## src/rtl/tmr12_pkg.sv

```systemverilog
package tmr12_pkg;

    typedef enum logic [1:0] {
        MD_INTERVAL = 2'd0,
        MD_EVENT    = 2'd1,
        MD_WIDTH    = 2'd2,
        MD_SQUARE   = 2'd3
    } tmr_mode_e;

    typedef struct packed {
        tmr_mode_e mode;
        logic      run;
    } tmr_cfg_t;

    typedef struct packed {
        logic level;
        logic rise;
        logic fall;
    } qual_t;

    localparam logic [1:0] A_RELOAD = 2'd0;
    localparam logic [1:0] A_CTRL   = 2'd1;
    localparam logic [1:0] A_CLEAR  = 2'd2;

    localparam int B_RUN  = 2;
    localparam int B_LOAD = 3;

    function automatic logic at_top(input logic [11:0] v);
        return &v;
    endfunction

endpackage

```

## src/rtl/tmr12_regs.sv

```systemverilog
module tmr12_regs
    import tmr12_pkg::*;
#(
    parameter int CW = 12
) (
    input  logic          clk,
    input  logic          rst,
    input  logic          wr_en,
    input  logic [1:0]    wr_addr,
    input  logic [CW-1:0] wr_data,
    output logic [CW-1:0] reload_q,
    output tmr_cfg_t      cfg_q,
    output logic          load_p,
    output logic          clr_p
);
    logic ctrl_wr;

    assign ctrl_wr = wr_en && (wr_addr == A_CTRL);
    assign load_p  = ctrl_wr && wr_data[B_LOAD];
    assign clr_p   = wr_en && (wr_addr == A_CLEAR) && wr_data[0];

    always_ff @(posedge clk) begin
        if (rst) begin
            reload_q   <= '0;
            cfg_q.mode <= MD_INTERVAL;
            cfg_q.run  <= 1'b0;
        end else begin
            if (wr_en && (wr_addr == A_RELOAD))
                reload_q <= wr_data;
            if (ctrl_wr) begin
                cfg_q.mode <= tmr_mode_e'(wr_data[1:0]);
                cfg_q.run  <= wr_data[B_RUN];
            end
        end
    end
endmodule

```

## src/rtl/tmr12_qual.sv

```systemverilog
module tmr12_qual
    import tmr12_pkg::*;
#(
    parameter int QUAL = 2
) (
    input  logic  clk,
    input  logic  rst,
    input  logic  cyc_i,
    input  logic  ext_i,
    output qual_t q_o
);
    localparam int QW = (QUAL > 1) ? $clog2(QUAL) : 1;
    localparam logic [QW-1:0] LAST = QW'(QUAL - 1);

    logic [QW-1:0] run_q;
    logic          differs;

    assign differs = cyc_i && (ext_i != q_o.level);

    always_ff @(posedge clk) begin
        if (rst) begin
            run_q <= '0;
            q_o   <= '0;
        end else begin
            q_o.rise <= 1'b0;
            q_o.fall <= 1'b0;
            if (cyc_i) begin
                if (!differs) begin
                    run_q <= '0;
                end else if (run_q == LAST) begin
                    run_q     <= '0;
                    q_o.level <= ext_i;
                    q_o.rise  <= ext_i;
                    q_o.fall  <= !ext_i;
                end else begin
                    run_q <= run_q + 1'b1;
                end
            end
        end
    end
endmodule

```

## src/rtl/tmr12_core.sv

```systemverilog
module tmr12_core
    import tmr12_pkg::*;
#(
    parameter int            CW       = 12,
    parameter logic [CW-1:0] INIT_VAL = 12'hFF0
) (
    input  logic          clk,
    input  logic          rst,
    input  logic          tick_i,
    input  logic          wake_i,
    input  qual_t         q_i,
    input  tmr_cfg_t      cfg_i,
    input  logic [CW-1:0] reload_i,
    input  logic          load_p,
    input  logic          clr_p,
    output logic [CW-1:0] count_o,
    output logic [CW-1:0] cap_o,
    output logic          irq_o,
    output logic          sq_o
);
    logic src, step, restart, preempt, wrap;

    always_comb begin
        unique case (cfg_i.mode)
            MD_EVENT: src = q_i.rise;
            MD_WIDTH: src = tick_i && q_i.level;
            default:  src = tick_i;
        endcase
    end

    assign step    = cfg_i.run && src;
    assign restart = cfg_i.run && (cfg_i.mode == MD_WIDTH) && q_i.rise;
    assign preempt = wake_i || load_p || restart;
    assign wrap    = step && !preempt && (&count_o);

    always_ff @(posedge clk) begin
        if (rst) begin
            count_o <= INIT_VAL;
            cap_o   <= '0;
            irq_o   <= 1'b0;
            sq_o    <= 1'b0;
        end else begin
            if (wake_i)
                count_o <= INIT_VAL;
            else if (load_p)
                count_o <= reload_i;
            else if (restart)
                count_o <= '0;
            else if (step)
                count_o <= wrap ? reload_i : count_o + 1'b1;

            if (wrap)
                irq_o <= 1'b1;
            else if (clr_p)
                irq_o <= 1'b0;

            if (wrap && (cfg_i.mode == MD_SQUARE))
                sq_o <= !sq_o;

            if (cfg_i.run && (cfg_i.mode == MD_WIDTH) && q_i.fall)
                cap_o <= count_o;
        end
    end
endmodule

```

## src/rtl/tmr12_unit.sv

```systemverilog
module tmr12_unit
    import tmr12_pkg::*;
#(
    parameter int            CW       = 12,
    parameter int            QUAL     = 2,
    parameter logic [CW-1:0] INIT_VAL = 12'hFF0
) (
    input  logic          clk,
    input  logic          rst,
    input  logic          tick_i,
    input  logic          cyc_i,
    input  logic          ext_i,
    input  logic          wake_i,
    input  logic          wr_en,
    input  logic [1:0]    wr_addr,
    input  logic [CW-1:0] wr_data,
    output logic [CW-1:0] count_o,
    output logic [CW-1:0] cap_o,
    output logic          irq_o,
    output logic          sq_o
);
    logic [CW-1:0] reload_q;
    tmr_cfg_t      cfg_q;
    qual_t         qual;
    logic          load_p, clr_p;

    tmr12_regs #(.CW(CW)) u_regs (
        .clk(clk), .rst(rst), .wr_en(wr_en), .wr_addr(wr_addr),
        .wr_data(wr_data), .reload_q(reload_q), .cfg_q(cfg_q),
        .load_p(load_p), .clr_p(clr_p)
    );

    tmr12_qual #(.QUAL(QUAL)) u_qual (
        .clk(clk), .rst(rst), .cyc_i(cyc_i), .ext_i(ext_i), .q_o(qual)
    );

    tmr12_core #(.CW(CW), .INIT_VAL(INIT_VAL)) u_core (
        .clk(clk), .rst(rst), .tick_i(tick_i), .wake_i(wake_i),
        .q_i(qual), .cfg_i(cfg_q), .reload_i(reload_q),
        .load_p(load_p), .clr_p(clr_p), .count_o(count_o),
        .cap_o(cap_o), .irq_o(irq_o), .sq_o(sq_o)
    );
endmodule

```

## config.mk

```make
export PLATFORM = sky130hd
export DESIGN_NAME = tmr12_unit
export DESIGN_NICKNAME = d
export VERILOG_FILES = /design/src/rtl/tmr12_pkg.sv /design/src/rtl/tmr12_regs.sv /design/src/rtl/tmr12_qual.sv /design/src/rtl/tmr12_core.sv /design/src/rtl/tmr12_unit.sv
export SDC_FILE = /design/constraint.sdc
export NUM_CORES = 1
export LEC_CHECK = 0
export ABC_CLOCK_PERIOD_IN_PS = 2100
export BUFFER_PORTS_ARGS = -buffer_cell sky130_fd_sc_hd__buf_2
export CELL_PAD_IN_SITES_DETAIL_PLACEMENT = 2
export CELL_PAD_IN_SITES_GLOBAL_PLACEMENT = 2
export CORE_MARGIN = 2
export CORE_UTILIZATION = 28
export CTS_BUF_LIST = sky130_fd_sc_hd__clkbuf_4 sky130_fd_sc_hd__clkbuf_8 sky130_fd_sc_hd__clkbuf_16
export DETAILED_ROUTE_END_ITERATION = 8
export PLACE_DENSITY = 0.78
export SYNTH_ARGS = -nofsm -noshare
export SYNTH_HDL_FRONTEND = slang
export SYNTH_SLANG_ARGS = --single-unit
```

## constraint.sdc

```tcl
create_clock -name clk -period 2.1 [get_ports clk]
set_input_delay 0.105 -clock clk [delete_from_list [all_inputs] [get_ports clk]]
set_output_delay 0.105 -clock clk [all_outputs]
set_load 0.02 [all_outputs]
```

### Word level (Yosys, flattened, before mapping)

Index checks and enable logic that the tools add are counted.

| word-level totals | value |
|---|---|
| flip-flop bits (word level) | 45 |
| bits in latches | 0 |
| bits in writable memories | 0 |
| memory bits (read-only) | 0 |
| input port bits | 21 |
| output and inout bits | 26 |
| memories kept | 0 |

| operators by class | value |
|---|---|
| add/sub/neg operators | 2 |
| multipliers | 0 |
| divide/modulo/power cells | 0 |
| magnitude comparators | 0 |
| eq/ne operators | 6 |
| shift operators | 0 |
| mux-type cells | 9 |
| bitwise logic cells | 3 |
| reductions and logical operators | 26 |

Operators with widths:

| kind | count |
|---|---|
| $mux 12 | 4 |
| $logic_and 1x1->1 | 14 |
| $add 12x1->12 const B | 1 |
| $reduce_and 12->1 | 1 |
| $eq 2x2->1 const B | 3 |
| $eq 2x1->1 const B | 2 |
| $mux 1 | 4 |
| $reduce_or 4->1 | 1 |
| $logic_not 1->1 | 3 |
| $not 1->1 | 3 |
| $reduce_and 3->1 | 1 |
| $reduce_bool 3->1 | 1 |
| $logic_not 2->1 | 1 |
| $logic_or 1x1->1 | 2 |
| $pmux 1 s2 | 1 |
| $reduce_bool 2->1 | 1 |
| $reduce_or 2->1 | 1 |
| $add 1x1->1 const B | 1 |
| $ne 1x1->1 | 1 |

### Longest topological paths before layout

Gate-level depths: netlist of the first run.

| logic depth | value |
|---|---|
| depth in word-level cells | 12 |
| gate-level depth with buffers | 8 |
| depth with buffers taken out | 7 |

### By module

Synthesis of the first run repeated with hierarchy kept, for this count alone.

| second synthesis, totals | value |
|---|---|
| cell total of the unflattened synthesis | 244 |
| area total of the unflattened synthesis | 2182.1 µm² |

By module, submodules not included:

| module | times used | cells an instance | area each (µm²) | sequential area each (µm²) |
|---|---|---|---|---|
| tmr12_core | 1 | 165 | 1343.8 | 520.5 |
| tmr12_regs | 1 | 65 | 686.9 | 300.3 |
| tmr12_qual | 1 | 14 | 151.4 | 80.1 |

### Worst setup path after synthesis of the first run

OpenSTA, ideal clock, no wires.

| timing path | value |
|---|---|
| kind | reg-to-reg |
| start | register u_core.count_o[0] |
| end | register u_core.count_o[0] |
| library setup time | 0.074 ns |
| data arrival time | 2.133 ns |
| required time | 2.026 ns |
| path slack | -0.107 ns |
| stages on the path, launching flop included | 8 |
| buffers on the path | 1 |
| clock period less this slack | 2.207 ns |
| path through | dfxtp_1 ha_1 and4_4 nand4_4 or3_1 buf_2 or3b_1 a31oi_1 |

| on the way | value |
|---|---|
| longest elaborated chain between the ends | 6 |
| elaborated cells on any way between the ends | 7 |
| classes of those cells | add/sub (1); mux (4); reduce/logical (2) |

RTL lines:

| item | line | RTL |
|---|---|---|
| from (decl) | tmr12_core.sv:16 | `output logic [CW-1:0] count_o,` |
| from (signal assigned) | tmr12_core.sv:46 | `count_o <= reload_i;` |
| from (signal assigned) | tmr12_core.sv:50 | `count_o <= wrap ? reload_i : count_o + 1'b1;` |
| branches (longest 2 deep; another with $add 12x1->12) | n/a |  |
| $mux 12 * | tmr12_core.sv:50 |  |
| $mux 12 * | tmr12_core.sv:49 | `else if (step)` |
| $mux 12 * | tmr12_core.sv:47 | `else if (restart)` |
| $mux 12 * | tmr12_core.sv:45 | `else if (load_p)` |

Mark *: on every way between the ends. The select of a mux whose other input is x is not followed.
A chain may end at the register's enable or synchronous reset.

### Worst setup path in the final report of the first run

| timing path | value |
|---|---|
| start | register u_regs.cfg_q[1] (netlist name) |
| end | register u_core.count_o[0] |

| on the way | value |
|---|---|
| longest elaborated chain between the ends | 11 |
| elaborated cells on any way between the ends | 15 |
| classes of those cells | eq/ne (2); mux (5); reduce/logical (8) |

RTL lines:

| item | line | RTL |
|---|---|---|
| $eq 2x2->1 | tmr12_core.sv:24, tmr12_core.sv:32 |  |
| $logic_and 1x1->1 (2 in series) | tmr12_core.sv:32 | `assign restart = cfg_i.run && (cfg_i.mode == MD_WIDTH) && q_i.rise;` |
| $logic_or 1x1->1 | tmr12_core.sv:33 | `assign preempt = wake_i \|\| load_p \|\| restart;` |
| $logic_not 1->1 | tmr12_core.sv:34 | `assign wrap = step && !preempt && (&count_o);` |
| $logic_and 1x1->1 (2 in series) | tmr12_core.sv:34 |  |
| $mux 12 | tmr12_core.sv:50 |  |
| $mux 12 | tmr12_core.sv:49 |  |
| $mux 12 | tmr12_core.sv:47 |  |
| $mux 12 | tmr12_core.sv:45 |  |

Several ways; a longest one is shown, not always the timed one. The select of a mux whose other input is x is not followed.

==> run metrics, run 1 <==
I/O Buffers 46; placed cell area 2520 sq um; via count 1960; post-route minimum period 2.02 ns; CP cell instances inv_1, ha_4, nand3b_1, o22a_1, or3_4, or3b_1, a31oi_1; final instance area 2670 sq um; clk root buf clkbuf_8; ys flop type dfxtp_1; total CTS buffers 5; Max Root-Sink Buffers 2; initial antenna violation count 0; count of cell types in the netlist 40; vias per std cell 4.90; global-route wire length before repair 10.8 mm; relative slew slack 68.4%; Die Wd 89.3 um; share of the synthesized area in the top cell type 44.2%; maxcap violations 0; worst-margin pin slew 0.473 ns; Crit Path Category register to register; HPWL Detailed 5.04 mm; CORE AREA 7140 sq um; HP Start ext_i; Final setup viols 0; Worst Reg2Reg Path Length in Cells 7; syn nets 261; Seq/Total Area, Yosys 44.2%; Reg clk slew, reported paths 0.09 ns; hold worst-path end u_qual.q_o[0]$_SDFF_PP0_; hold path depth 2; Required @ worst endpoint 2.33 ns; CP max-delay cell or3_4; Tot Pwr 0.00173 W; Cells after Synth 236; fraction of registers with async set/reset 0%; run status complete, no violations; Initial Util 28.6%; Worst setup EP type register; largest net degree at the start of global routing 22; RSZ-0062 raised after global routing yes; Clock Skews 0.0141 ns; # DRC 0; TNS Setup 0 ns; Worst Path Max Fanout 6; r2r setup slk 0.08 ns; final wirelength 6.67 mm; Wirelength per Cell 16.7 um; post-route ant nets 0; largest stage delay on the critical path 0.42 ns; Fill cells 844; FF+latch count, synth 45; Area growth syn-to-layout 31.1%; n_diodes 0; final hold slack 0.0110 ns; maximum level of the CTS H-tree 2; Final period util 96.1%; vias in the first global route 2117; Setup crit start u_regs.cfg_q[1]$_SDFFE_PP0N_; DR pass1 iterations 4; Max IR drop VDD 0.217 mV; Tot GR Track Use 17.8%; CTS Sinks 45; fin. max-slew vios 0; Top Ports 47; fraction of final layout cells sized beyond drive strength 1 29.9%; fmax 496 MHz; Die Y 89.3 um; RR Endpoint u_core.count_o[0]$_SDFFE_PP0P_; Net count, final 325; Min-Delay Path Class input pin to register; EDFF count, synth 0; CTS tree built; Starting DRT DRC Count 95; area leader, netlist dfxtp_1; number of cell rows 31; Clock Latency Late Sink 0.31 ns; Synth warnings 0; final hold violation count 0; Cell Pwr Density 648 nW/um^2; grt ovf 0; Syn Area/Cell 8.64 sq um; ranking of synthesized cells by area dfxtp_1 44%, mux2i_1 7.9%, nand2_1 6.8%; WP data arrival 2.25 ns; FF-to-FF Start u_regs.cfg_q[1]$_SDFFE_PP0N_; full die area 7980 sq um; Leakage 1.06 nW; GPL Wtd Cong 0.814; cell area after synthesis 2040 sq um; type of origin of the critical path register; post-layout util 37.4%
repair_timing:
action	in CTS	in global routing
setup buffers	0	0
hold buffers	0	0
resized for setup	1	4
endpoints found under the setup margin	4	12
pin swaps	0	2
critical path, delay by kind of cell (launching register included):
kind | cells | cell delay [ns]
and+or+nand+nor | 3 | 0.96
buffers and inverters | 1 | 0.08
adders and majority gates | 1 | 0.21
DFF | 1 | 0.33
AOI/OAI and AO/OA | 2 | 0.37
stage by stage:
| step | setup slack, ns | instances |
|---|---|---|
| after CTS | 0.0109 | 400 |
| after floorplan | -0.00855 | 236 |
| after detailed placement | -0.00502 | 392 |
| after global routing | -0.00460 | 400 |
| final | 0.0821 | 400 |
| after global placement | 0.0516 | 392 |
flip-flops by register name, indices dropped and copies added, names as in the netlist:
signal	count
u_core.cap_o	12
u_core.count_o	12
u_core.irq_o	1
u_core.sq_o	1
u_qual.q_o	3
u_qual.run_q	1
u_regs.cfg_q	3
u_regs.reload_q	12
final cells by class:
cell class,instances,area [sq um],share of cell area (%)
Multi-Input combinational cell,173,1100,41.2
Sequential cell,45,906,33.9
Timing Repair Buffer,68,395,14.8
Tap cell,99,124,4.63
Clock buffer,6,82.6,3.09
Clock inverter,2,37.5,1.40
Inverter,7,26.3,0.983
report_power, final:
group          internal, W  switching, W
registers         0.000868     0.0000148
clock network     0.000387      0.000319
logic            0.0000614     0.0000823
total              0.00132      0.000416
layout by cell type (no fill, tap or decap), types with 7 or more instances in the layout:
master,netlist,final
a21oi_1,19,18
a221oi_1,7,7
buf_2,3,46
buf_4,0,22
dfxtp_1,45,41
inv_1,7,7
mux2i_1,16,16
nand2_1,37,37
nand3_1,11,11
nor2_1,23,23
o21ai_0,10,10
Yosys cell counts (2+ instances only):
| library cell | count |
|---|---|
| ha_1 | 4 |
| or3_1 | 2 |
| nand2_1 | 37 |
| a22oi_1 | 2 |
| a21oi_1 | 19 |
| inv_1 | 7 |
| a31oi_1 | 2 |
| o21ai_0 | 10 |
| xor2_1 | 6 |
| and3_1 | 5 |
| nor4b_1 | 2 |
| nand4b_1 | 2 |
| clkbuf_1 | 7 |
| nand3_1 | 11 |
| nor2_1 | 23 |
| mux2i_1 | 16 |
| nand3b_1 | 3 |
| nand4_1 | 2 |
| dfxtp_1 | 45 |
| a221oi_1 | 7 |
| xnor2_1 | 3 |
| buf_2 | 3 |
per-layer routing:
metal	vias up	global-route usage (%)	part of all wire [%]
li1	954	-	-
met5	-	0	0
met4	0	5.97	1.7
met3	8	3.23	3.3
met1	953	22.1	45
met2	45	31.0	50
how the worst max path moves through the flow:
stage	end	slack (ns)	depth (start not counted)
2_1_floorplan	u_core.count_o[0]$_SDFFE_PP0P_	-0.009	8
3_3_place_gp	u_core.count_o[0]$_SDFFE_PP0P_	0.05	7
3_5_place_dp	u_core.count_o[0]$_SDFFE_PP0P_	-0.005	7
4_1_cts	u_core.count_o[0]$_SDFFE_PP0P_	0.01	7
5_1_grt	u_core.count_o[0]$_SDFFE_PP0P_	-0.005	7
6_report	u_core.count_o[0]$_SDFFE_PP0P_	0.08	7
kinds of logic after synthesis:
kind of cell,Yosys count,synth area share (%)
buffers and inverters,18,3.50
multiplexers,17,8.41
AO/OA/AOI/OAI,48,14.7
XOR/XNOR,9,3.87
adder cells (fa/ha/maj),4,2.46
flip-flops,45,44.2
AND/OR/NAND/NOR,95,22.9
No activity file was read; power rests on OpenSTA's default activity.
==> inputs of run 2 (changes only) <==
Settings changed: ABC_CLOCK_PERIOD_IN_PS 2100 to 2620, CORE_UTILIZATION 28 to 33, PLACE_DENSITY 0.78 to 0.86.
Clock period 2.1 ns to 2.62 ns, I/O delays scaled along.
==> run metrics, run 2 (synthesis results as in run 1) <==
global-route wire length before repair 10.5 mm; Starting DRT DRC Count 103; commonest non-fill, non-tap cells in the layout 46 x buf_2, 45 x dfxtp_1, 37 x nand2_1, 23 x nor2_1, 19 x a21oi_1; clk root buf clkbuf_8; worst-margin pin slew 0.648 ns; I/O Buffers 46; RSZ-0062 raised after global routing no; Crit Path Category register to register; maxcap violations 0; total CTS buffers 5; Clock Skews 0.00662 ns; Top Ports 47; n_diodes 0; Min-Delay Path Class input pin to register; Area growth syn-to-layout 20.9%; CORE AREA 5960 sq um; DR pass1 iterations 4; Clock Latency Late Sink 0.31 ns; full die area 6820 sq um; Final setup viols 0; vias per std cell 5.31; via count 1913; CTS Sinks 45; relative slew slack 56.8%; Max Root-Sink Buffers 2; # Post-CTS Setup Buffers 0; Required @ worst endpoint 2.78 ns; type of origin of the critical path register; initial antenna violation count 0; PostCTS Resize Cnt 0; fmax 426 MHz; Net count, final 309; vias in the first global route 2048; run status complete, no violations; Setup WS post-layout 0.273 ns; final hold violation count 0; Tot GR Track Use 20.5%; WP data arrival 2.50 ns; Cell Pwr Density 517 nW/um^2; Reg clk slew, reported paths 0.09 ns; CTS Hold Buffers Added 0; final instance area 2460 sq um; number of cell rows 28; final hold slack 0.0492 ns; fraction of final layout cells sized beyond drive strength 1 23.5%; pre-CTS WS 0.332 ns; Die Wd 82.6 um; commonest non-fill, non-tap cell in the layout buf_2; Fill cells 688; largest net degree at the start of global routing 36; fin. max-slew vios 0; grt ovf 0; post-route minimum period 2.35 ns; CTS tree built; Worst setup EP type register; # DRC 0; Die Y 82.6 um; placed cell area 2370 sq um; Tot Pwr 0.00127 W; post-route ant nets 0; HPWL Detailed 4.86 mm; TNS Setup 0 ns; Leakage 0.975 nW; GPL Wtd Cong 0.834; maximum level of the CTS H-tree 2; Final period util 89.6%; Regs by FF count u_core.cap_o x12, u_core.count_o x12, u_regs.reload_q x12; Max IR drop VDD 0.191 mV; final wirelength 6.51 mm; Initial Util 34.2%; Worst Path Max Fanout 7; Wirelength per Cell 18.1 um
-- run 2: cell types whose count changed in the layout (fill, tap and decap cells not counted), sizes merged --
cell / before / now
clkinvlp: 1 / 0
bufinv: 1 / 0
clkinv: 0 / 2
buf: 68 / 52
-- run 2: where the power goes --
part           total (W)  switching, W  internal [W]  leakage [nW]
Clock           0.000460      0.000246      0.000214        0.0512
Combinational   0.000101     0.0000599     0.0000409         0.560
Sequential      0.000711     0.0000155      0.000696         0.364
Total            0.00127      0.000322      0.000951         0.975
-- run 2: worst paths after layout --
check / from / end / slack (ns) / cells past startpoint
min: ext_i / u_qual.q_o[0]$_SDFF_PP0_ / 0.05 / 2
max: u_regs.cfg_q[1]$_SDFFE_PP0N_ / u_core.count_o[11]$_SDFFE_PP1P_ / 0.27 / 7
max reg2reg: u_regs.cfg_q[1]$_SDFFE_PP0N_ / u_core.count_o[11]$_SDFFE_PP1P_ / 0.27 / 7
min reg2reg: u_core.cap_o[4]$_SDFFE_PP0P_ / u_core.cap_o[4]$_SDFFE_PP0P_ / 0.46 / 2
-- run 2: metal layers --
layer	vias up	part of all wire (%)	wire, um	global-route usage, %
li1	920	-	-	-
met1	938	45	2910	25.4
met2	46	50	3230	35.7
met3	9	3.9	252	3.80
met4	0	1.7	112	6.39
met5	-	0	0	0
-- run 2: cell type report --
cell class | count | area [sq um] | share of cell area (%)
multi-input cells | 173 | 1070 | 43.5
flip-flops and latches | 45 | 901 | 36.6
clock inverters | 2 | 13.8 | 0.559
well taps | 75 | 93.8 | 3.81
clock buffers | 6 | 82.6 | 3.35
inverters | 7 | 26.3 | 1.07
repair buffers | 52 | 275 | 11.2
-- run 2: critical path, stage by stage (launching register included) --
cell and delay, ns:
dfxtp_1 0.39, inv_1 0.06, ha_1 0.30, nand3b_1 0.20
o22a_1 0.27, or3_1 0.49, nand3_1 0.30, o21ai_0 0.18
-- run 2: metrics by stage --
stage,util [%],cells
after CTS,41.4,360
after global placement,39.7,352
final,41.4,360
after global routing,41.4,360
after floorplan,-,236
after detailed placement,39.7,352
==> inputs of run 3 (changes only) <==
Settings changed: ABC_CLOCK_PERIOD_IN_PS 2620 to 2700.
Clock period 2.62 ns to 2.7 ns, I/O delays scaled along.
==> run metrics, run 3 (synthesis results as in run 1) <==
run status complete, no violations; DR pass1 iterations 4; Cell Pwr Density 535 nW/um^2; post-route ant nets 0; hold worst-path end u_qual.q_o[0]$_SDFF_PP0_; HP Start ext_i; Reg clk slew, reported paths 0.09 ns; FF-to-FF Start u_regs.cfg_q[1]$_SDFFE_PP0N_; Sw Ratio 24.0%; grt ovf 0; Starting DRT DRC Count 76; Die Wd 82.6 um; global-route wire length before repair 10.1 mm; P_int 0.00100 W; full die area 6820 sq um; routed wl met2 3.16 mm; CTS Sinks 45; final hold violation count 0; I/O Buffers 46; multi-input combinational cell area 1070 sq um; HPWL Detailed 4.48 mm; n_diodes 0; Tot GR Track Use 19.9%; Net count, final 307; DR top layer met4; Met3 Wirelength 257 um; vias per std cell 5.35; sequential power share 52.3%; vias in the first global route 1949; Final setup viols 0; largest net degree at the start of global routing 36; number of cell rows 28; TNS Setup 0 ns; NetSw 0.000317 W; Required @ worst endpoint 2.93 ns; type of origin of the critical path register; Worst Reg2Reg Path Length in Cells 7; WP data arrival 2.69 ns; Area growth syn-to-layout 21.1%; Leakage 0.972 nW; PostCTS Resize Cnt 0; RSZ-0062 raised after global routing no; Wirelength per Cell 17.8 um; fmax 408 MHz; initial antenna violation count 0; maxcap violations 0; # Post-CTS Setup Buffers 0; FF/Latch Area 901 sq um; Final period util 90.9%; clk root buf clkbuf_8; post-route minimum period 2.45 ns; via count 1914; Setup WS post-layout 0.246 ns; fin. max-slew vios 0; total CTS buffers 5; hold path depth 2; Min-Delay Path Class input pin to register; commonest non-fill, non-tap cell in the layout buf_2; fraction of final layout cells sized beyond drive strength 1 23.0%; clock share of power 40.5%; Worst setup EP type register; Worst Path Max Fanout 7; Routed met1 length 2.87 mm; RR Endpoint u_core.count_o[0]$_SDFFE_PP0P_; worst-margin pin slew 0.630 ns; Crit Path Category register to register; Initial Util 34.2%; # DRC 0; relative slew slack 58.0%; commonest non-fill, non-tap cells in the layout 46 x buf_2, 45 x dfxtp_1, 37 x nand2_1, 23 x nor2_1, 19 x a21oi_1; Comb pwr share 7.2%; Max IR drop VDD 0.206 mV; GPL Wtd Cong 0.820; r2r setup slk 0.25 ns; Clock Skews 0.0122 ns; CORE AREA 5960 sq um; CTS tree built; Clock Latency Late Sink 0.32 ns; pre-CTS WS 0.320 ns; final wirelength 6.37 mm; CTS Hold Buffers Added 0; Fill cells 698; Max Root-Sink Buffers 2; Die Y 82.6 um; Top Ports 47; Regs by FF count u_core.cap_o x12, u_core.count_o x12, u_regs.reload_q x12; maximum level of the CTS H-tree 2
run 3: changes by cell type in the layout (fill, tap and decap cells not counted):
cell | previous run | this run
clkbuf_8 | 6 | 5
clkbuf_4 | 0 | 1
clkinv_2 | 1 | 0
bufinv_16 | 0 | 1
buf_4 | 6 | 4
run 3: stage by stage:
| step | cells | cell area (sq um) | util, % | hold WS [ns] | power [W] |
|---|---|---|---|---|---|
| 5_1_grt | 358 | 2470 | 41.4 | 0.0435 | 0.00137 |
| 3_5_place_dp | 350 | 2350 | 39.5 | 0.373 | 0.000800 |
| 6_report | 358 | 2470 | 41.4 | 0.0417 | 0.00132 |
| 4_1_cts | 358 | 2470 | 41.4 | 0.0375 | 0.00133 |
| 3_3_place_gp | 350 | 2350 | 39.5 | 0.368 | 0.000796 |
| 2_1_floorplan | 236 | 2040 | - | 0.212 | 0.000758 |
run 3: how the worst max path moves through the flow:
stage | startpoint | end | slack [ns] | cells after the start
after global routing | u_regs.cfg_q[1]$_SDFFE_PP0N_ | u_core.count_o[0]$_SDFFE_PP0P_ | 0.04 | 7
after CTS | u_regs.cfg_q[1]$_SDFFE_PP0N_ | u_core.count_o[0]$_SDFFE_PP0P_ | 0.22 | 7
after global placement | u_regs.cfg_q[1]$_SDFFE_PP0N_ | u_core.count_o[0]$_SDFFE_PP0P_ | 0.48 | 7
final | u_regs.cfg_q[1]$_SDFFE_PP0N_ | u_core.count_o[0]$_SDFFE_PP0P_ | 0.25 | 7
after floorplan | u_core.count_o[0]$_SDFFE_PP0P_ | u_core.count_o[0]$_SDFFE_PP0P_ | 0.49 | 7
after detailed placement | u_regs.cfg_q[1]$_SDFFE_PP0N_ | u_core.count_o[0]$_SDFFE_PP0P_ | 0.32 | 7
run 3: layout make-up:
cell class                      count  area share [%]
Multi-Input combinational cell    173            43.4
Inverter                            7            1.06
Clock inverter                      2            1.57
Timing Repair Buffer               50            10.5
Tap cell                           75            3.80
Sequential cell                    45            36.5
Clock buffer                        6            3.09
run 3: power by group through the flow:
stage	combinational, W	clock [W]	sequential [W]
6_report	0.0000954	0.000534	0.000690
5_1_grt	0.000106	0.000575	0.000692
4_1_cts	0.0000967	0.000544	0.000690
3_5_place_dp	0.0000950	0	0.000705
3_3_place_gp	0.0000918	0	0.000704
2_1_floorplan	0.0000551	0	0.000702
run 3: worst max-delay path, stage by stage (launching register included):
cell	delay (ns)
dfxtp_1	0.40
inv_1	0.07
ha_1	0.31
nand3b_1	0.20
o22a_1	0.27
or3_1	0.49
or3b_1	0.41
a31oi_1	0.22
run 3: metal layers:
| layer | GRT usage [%] | up-vias |
|---|---|---|
| met3 | 4.02 | 6 |
| met4 | 5.90 | 0 |
| met1 | 24.9 | 938 |
| li1 | - | 926 |
| met5 | 0 | - |
| met2 | 34.5 | 44 |
